--- src/rtl/ind_arb_pkg.sv ---
package ind_arb_pkg;

    typedef enum logic {
        ST_IDLE = 1'b0,
        ST_HOLD = 1'b1
    } arb_state_t;

    // client index doubles as priority rank (lower wins)
    localparam int CL_FLIP  = 0;
    localparam int CL_BOOST = 1;
    localparam int CL_BUCK  = 2;

endpackage

--- src/rtl/ind_arb_pick.sv ---
module ind_arb_pick #(
    parameter int NUM_CLIENTS = 3
) (
    input  logic [NUM_CLIENTS-1:0] req_i,
    output logic [NUM_CLIENTS-1:0] sel_o,
    output logic                   any_o
);

    logic [NUM_CLIENTS:0] taken;

    assign taken[0] = 1'b0;

    for (genvar gi = 0; gi < NUM_CLIENTS; gi++) begin : g_rank
        assign sel_o[gi]    = req_i[gi] & ~taken[gi];
        assign taken[gi+1]  = taken[gi] | req_i[gi];
    end

    assign any_o = taken[NUM_CLIENTS];

endmodule

--- src/rtl/ind_arb_gap.sv ---
module ind_arb_gap #(
    parameter int GAP_CYCLES = 2
) (
    input  logic clk,
    input  logic rst,
    input  logic start_i,
    output logic open_o
);

    localparam int CW = $clog2(GAP_CYCLES + 1);

    logic [CW-1:0] cnt_d, cnt_q;

    always_comb begin
        cnt_d = cnt_q;
        if (start_i) begin
            cnt_d = CW'(GAP_CYCLES - 1);
        end else if (cnt_q != '0) begin
            cnt_d = cnt_q - 1'b1;
        end
    end

    always_ff @(posedge clk) begin
        if (rst) cnt_q <= '0;
        else     cnt_q <= cnt_d;
    end

    assign open_o = (cnt_q == '0);

endmodule

--- src/rtl/ind_share_arb.sv ---
module ind_share_arb
    import ind_arb_pkg::*;
#(
    parameter int NUM_CLIENTS = 3,
    parameter int GAP_CYCLES  = 2
) (
    input  logic                   clk,
    input  logic                   rst,
    input  logic [NUM_CLIENTS-1:0] req,
    input  logic [NUM_CLIENTS-1:0] busy,
    output logic [NUM_CLIENTS-1:0] ack
);

    typedef struct packed {
        arb_state_t             st;
        logic [NUM_CLIENTS-1:0] grant;
    } arb_regs_t;

    arb_regs_t r_d, r_q;

    logic [NUM_CLIENTS-1:0] pick_sel;
    logic                   pick_any;
    logic                   gap_open;
    logic                   gap_start;
    logic                   owner_active;

    ind_arb_pick #(.NUM_CLIENTS(NUM_CLIENTS)) u_pick (
        .req_i (req),
        .sel_o (pick_sel),
        .any_o (pick_any)
    );

    ind_arb_gap #(.GAP_CYCLES(GAP_CYCLES)) u_gap (
        .clk     (clk),
        .rst     (rst),
        .start_i (gap_start),
        .open_o  (gap_open)
    );

    assign owner_active = |(r_q.grant & (req | busy));

    always_comb begin
        r_d       = r_q;
        gap_start = 1'b0;
        unique case (r_q.st)
            ST_IDLE: begin
                if (gap_open && pick_any) begin
                    r_d.grant = pick_sel;
                    r_d.st    = ST_HOLD;
                end
            end
            ST_HOLD: begin
                if (!owner_active) begin
                    r_d.grant = '0;
                    r_d.st    = ST_IDLE;
                    gap_start = 1'b1;
                end
            end
            default: begin
                r_d.grant = '0;
                r_d.st    = ST_IDLE;
            end
        endcase
    end

    always_ff @(posedge clk) begin
        if (rst) begin
            r_q.st    <= ST_IDLE;
            r_q.grant <= '0;
        end else begin
            r_q <= r_d;
        end
    end

    assign ack = r_q.grant;

endmodule

--- config.mk ---
export PLATFORM = sky130hd
export DESIGN_NAME = ind_share_arb
export DESIGN_NICKNAME = d
export VERILOG_FILES = /design/src/rtl/ind_arb_pkg.sv /design/src/rtl/ind_arb_pick.sv /design/src/rtl/ind_arb_gap.sv /design/src/rtl/ind_share_arb.sv
export SDC_FILE = /design/constraint.sdc
export NUM_CORES = 1
export LEC_CHECK = 0
export BUFFER_PORTS_ARGS = -buffer_cell sky130_fd_sc_hd__buf_2
export CAP_MARGIN = 25
export CORE_AREA = 5 5 42 44
export CTS_CLUSTER_DIAMETER = 50
export DETAILED_ROUTE_END_ITERATION = 7
export DIE_AREA = 0 0 47 49
export PLACE_DENSITY = 0.55
export SETUP_SLACK_MARGIN = 0.3
export SYNTH_ARGS = -nofsm -noshare
export SYNTH_HDL_FRONTEND = slang
export SYNTH_SLANG_ARGS = --single-unit
--- constraint.sdc ---
create_clock -name clk -period 1.4 [get_ports clk]
set_input_delay 0.42 -clock clk [delete_from_list [all_inputs] [get_ports clk]]
set_output_delay 0.42 -clock clk [all_outputs]
set_load 0.005 [all_outputs]
## After elaboration in Yosys (flattened, before gate mapping)

Index checks and enable logic that the tools add are counted.

- $add $sub $neg: 1
- $mul: 0
- Div/mod/pow operators: 0
- Order comparisons: 0
- Equal/unequal tests: 2
- Shift-type cells: 0
- Multiplexer cells: 7
- Bitwise logic cells: 9
- Reductions and logical operators: 7

Operator list:

| operator | number |
|---|---|
| $mux 4 | 2 |
| $pmux 4 s2 | 1 |
| $mux 1 | 4 |
| $ne 2x2->1 const B | 2 |
| $reduce_bool 2->1 | 2 |
| $and 3x3->3 | 1 |
| $not 1->1 | 3 |
| $or 3x3->3 | 1 |
| $reduce_or 3->1 | 1 |
| $and 1x1->1 | 2 |
| $logic_not 2->1 | 1 |
| $or 1x1->1 | 2 |
| $reduce_and 2->1 | 1 |
| $reduce_or 2->1 | 1 |
| $sub 2x1->2 const B | 1 |
| $logic_and 1x1->1 | 1 |

- Register bits: 6
- Latch bits: 0
- Memory bits (writable): 0
- ROM bits: 0
- Bits of input ports: 8
- Output and inout bits: 3
- Logic and storage cells: 30
- Memories kept: 0

## Logic depth before layout (Yosys ltp)

- Word-level depth: 6
- Depth in mapped cells: 5
- Depth with buffers taken out: 5

## Hierarchy

Synthesis repeated with hierarchy kept, for this count alone.

- Cell total of the unflattened synthesis: 39
- Area, all modules: 359.1 um^2

By module, submodules not included:

| module | instances | cells an instance | area an instance (um^2) | seq. area each (um^2) |
|---|---|---|---|---|
| ind_share_arb | 1 | 24 | 220.2 | 80.1 |
| ind_arb_gap | 1 | 11 | 111.4 | 40.0 |
| ind_arb_pick | 1 | 4 | 27.5 | 0.0 |

## Least setup slack after synthesis

Ideal clock, no wire load.

- Path kind: flip-flop to flip-flop
- Start point: register u_gap.cnt_q[0]
- End point: register r_q (netlist bit ack[1])
- Setup time: 0.116 ns
- Data arrival time: 1.195 ns
- Data required time: 1.284 ns
- Slack: 0.089 ns
- Stages on the path, launching flop included: 6
- Path buffers: 0
- Clock period less this slack: 1.311 ns
- Path through: dfxtp_1 -> inv_1 -> ha_1 -> nor2b_2 -> and4b_2 -> a31o_2

- Word-level cells in the longest chain between the ends: 4

RTL lines:

| item | line | RTL |
|---|---|---|
| start: declaration | ind_arb_gap.sv:12 | `logic [CW-1:0] cnt_d, cnt_q;` |
| start signal: assignment | ind_arb_gap.sv:25 | `else cnt_q <= cnt_d;` |
| $logic_not 2->1 | ind_arb_gap.sv:28 | `assign open_o = (cnt_q == '0);` |
| $logic_and 1x1->1 | ind_share_arb.sv:47 | `if (gap_open && pick_any) begin` |
| $ne 2x2->1 (no line) | n/a |  |
| $reduce_and 2->1 (no line) | n/a |  |
| end signal: assignment | ind_share_arb.sv:71 | `r_q <= r_d;` |
| end: declaration | ind_share_arb.sv:19 | `arb_regs_t r_d, r_q;` |

No other way between the ends.
A chain may end at the register's enable or synchronous reset.

## Worst setup path in the final report

Ends and elaborated chain as after synthesis.

==> flow_summary.json <==
{
  "status": "finished clean",
  "min_path_type": "input pin to register",
  "fin_crit_sh": 0.8268,
  "core-area_sq_um": 1401,
  "endpoint": "ack[1]",
  "period_needed_ps": 1158,
  "tritoncts.num_buffers": 3,
  "numPortBuffers": 10,
  "max_stage_delay_ps": 320,
  "relSlewSlack": 0.8058,
  "clock-root-buffer": "clkbuf_4",
  "reg2reg_depth": 5,
  "grt_pass1_vias": 331,
  "fp.dieH_microns": 49,
  "cp-startpoint": "u_gap.cnt_q[0]",
  "path_cells": "inv_2 > ha_4 > nor2b_4 > and4b_2 > a31o_2",
  "drtIter0Drc": 5,
  "grt_overflow": 0,
  "syn-num-nets": 44,
  "met2_usage": 0.1131,
  "hpwl_microns": 522.3,
  "vdd_ir_drop_max_mv": 0.5532,
  "yosysWarnings": 0,
  "grtUsageTotal": 0.08175,
  "async_flop_share": 0,
  "whs_ps": 429.1,
  "final_cell_mix": "7 x buf_2, 5 x dfxtp_2",
  "min_from": "rst",
  "cts_sinks": 6,
  "die_area_sq_um": 2303,
  "rsz0062_at_grt": "true",
  "fillCellCount": 156,
  "end_kind": "register",
  "syn_to_final_growth_pct": 42.69,
  "path_clk_slew_ps": 50,
  "fp.dieW_microns": 47,
  "setup_ws_ps": 242.4,
  "synth_flop_cell": "dfxtp_1",
  "routed_via_density": 4.859,
  "start_util": 0.2321,
  "critPathRequiredTime_ps": 1540,
  "syn_area_per_cell_sq_um": 9.295,
  "finalClockSkew_ps": 3.894,
  "use_met3": 0.05904,
  "pre_cts_ws_ps": 86.54,
  "fin_setup_tns_ps": 0,
  "wl_per_cell_microns": 11.20,
  "drcViolationCount": 0,
  "routed_wirelength_microns": 717,
  "antenna_found_initial": 0,
  "final_max_slew_viol_count": 0,
  "ys_seq_elements": 6,
  "final_common_cell": "buf_2",
  "fmax_mhz": 863.9,
  "drive_gt1_frac": 0.6458,
  "diodes": 0,
  "grt_util_met1": 0.09031,
  "r2r_start": "u_gap.cnt_q[0]",
  "clk_path_buf_depth": 2,
  "ys_seq_area_frac": 0.3692,
  "syn-cell-area_sq_um": 325.3,
  "grt_busiest_layer": "met2",
  "grt_pass1_wl_mm": 1.338,
  "p_per_area_nw_per_um2": 1968,
  "setup_violations": 0,
  "grt_max_degree": 7,
  "ant_nets": 0,
  "startpoint_type": "register",
  "insertion_delay_ps": 240,
  "place.gp.congestion": 0.7738,
  "timing.reg2reg.setup_slack_ps": 240,
  "rows": 14,
  "ys_types": 22,
  "htree_levels": 1,
  "path_max_fanout": 4,
  "via_count": 311,
  "r2r-end": "ack[1]",
  "synth_edf_count": 0,
  "holdBufCountCts": 0,
  "fin_nets": 59,
  "dr.pass1.iters": 3,
  "critPathKind": "register to register",
  "crit_arrival_ps": 1290,
  "cts_tree": "yes",
  "cp_slowest_cell": "dfxtp_2",
  "worst_pin_slew_ps": 287.3,
  "finalHoldViolCount": 0,
  "p_leak_nw": 0.2072,
  "ios": 11,
  "max-cap-violations": 0,
  "synth_cells": 35
}
## worst max-delay path, delay by kind of cell, from the launching register on
kind                     cells  cell delay [ps]
AO/OA/AOI/OAI                1              200
flip-flops                   1              320
buffers and inverters        1               40
adder cells (fa/ha/maj)      1              150
AND/OR/NAND/NOR              2              340
## area by class of cell
type	count	area [sq um]	share of cell area
repair buffers	13	91.34	0.1968
multi-input cells	23	192.7	0.4151
inverters	3	11.26	0.02426
clock buffers	3	22.52	0.04852
well taps	16	20.02	0.04313
flip-flops and latches	6	126.4	0.2722
## Yosys cell counts (all sizes together) (2+ instances only)
cell type / n / share of area
o21ai: 3 / 0.046
buf: 3 / 0.069
inv: 3 / 0.035
nor3: 2 / 0.031
a21oi: 3 / 0.046
dfxtp: 6 / 0.37
## report_power, final
group | switching [mW] | total [mW] | internal [mW]
clock | 0.0646 | 0.162 | 0.0971
combinational | 0.205 | 0.454 | 0.249
sequential | 0.0551 | 0.298 | 0.242
total | 0.325 | 0.914 | 0.589
## worst min-delay path by stage
stage | to | cells after the start
3_3_place_gp | ack[0] | 1
4_1_cts | u_gap.cnt_q[0] | 2
2_1_floorplan | u_gap.cnt_q[0] | 1
5_1_grt | u_gap.cnt_q[0] | 2
3_5_place_dp | ack[1] | 1
6_report | u_gap.cnt_q[0] | 2
## per-stage QoR
step	std cells	utilization	instance area, sq um	power, mW
after global routing	64	0.3313	464.2	1.010
final	64	0.3313	464.2	0.9135
after global placement	58	0.2830	396.6	0.6860
after detailed placement	58	0.2830	396.6	0.6845
after floorplan	35	-	349.1	0.6186
after CTS	63	0.3116	436.7	0.8903
## logic make-up (layout without fill, tap and decap cells)
group / count (synthesis) / in the layout / share of synthesized area
fa+ha+maj: 1 / 1 / 0.03846
buf+inv: 6 / 19 / 0.1038
compound gates: 10 / 10 / 0.2077
xor+xnor: 1 / 1 / 0.02693
simple gates: 11 / 11 / 0.2539
flops: 6 / 6 / 0.3692
## per-layer routing
metal	up-vias	wire length, microns
met4	0	0
li1	156	-
met5	-	0
met3	0	55
met1	145	308
met2	10	353
## sequential cells by signal (all words and copies together), names as in the netlist
register / count
u_gap.cnt_q: 2
r_q: 1
ack: 3
## timing repair
| action | 4_1_cts | 5_1_grt |
|---|---|---|
| setup buffers | 2 | 1 |
| resized for setup | 2 | 4 |
| setup endpoints to repair | 6 | 6 |
| pin swaps | 2 | 2 |
Power figures use the tool's default switching activity.
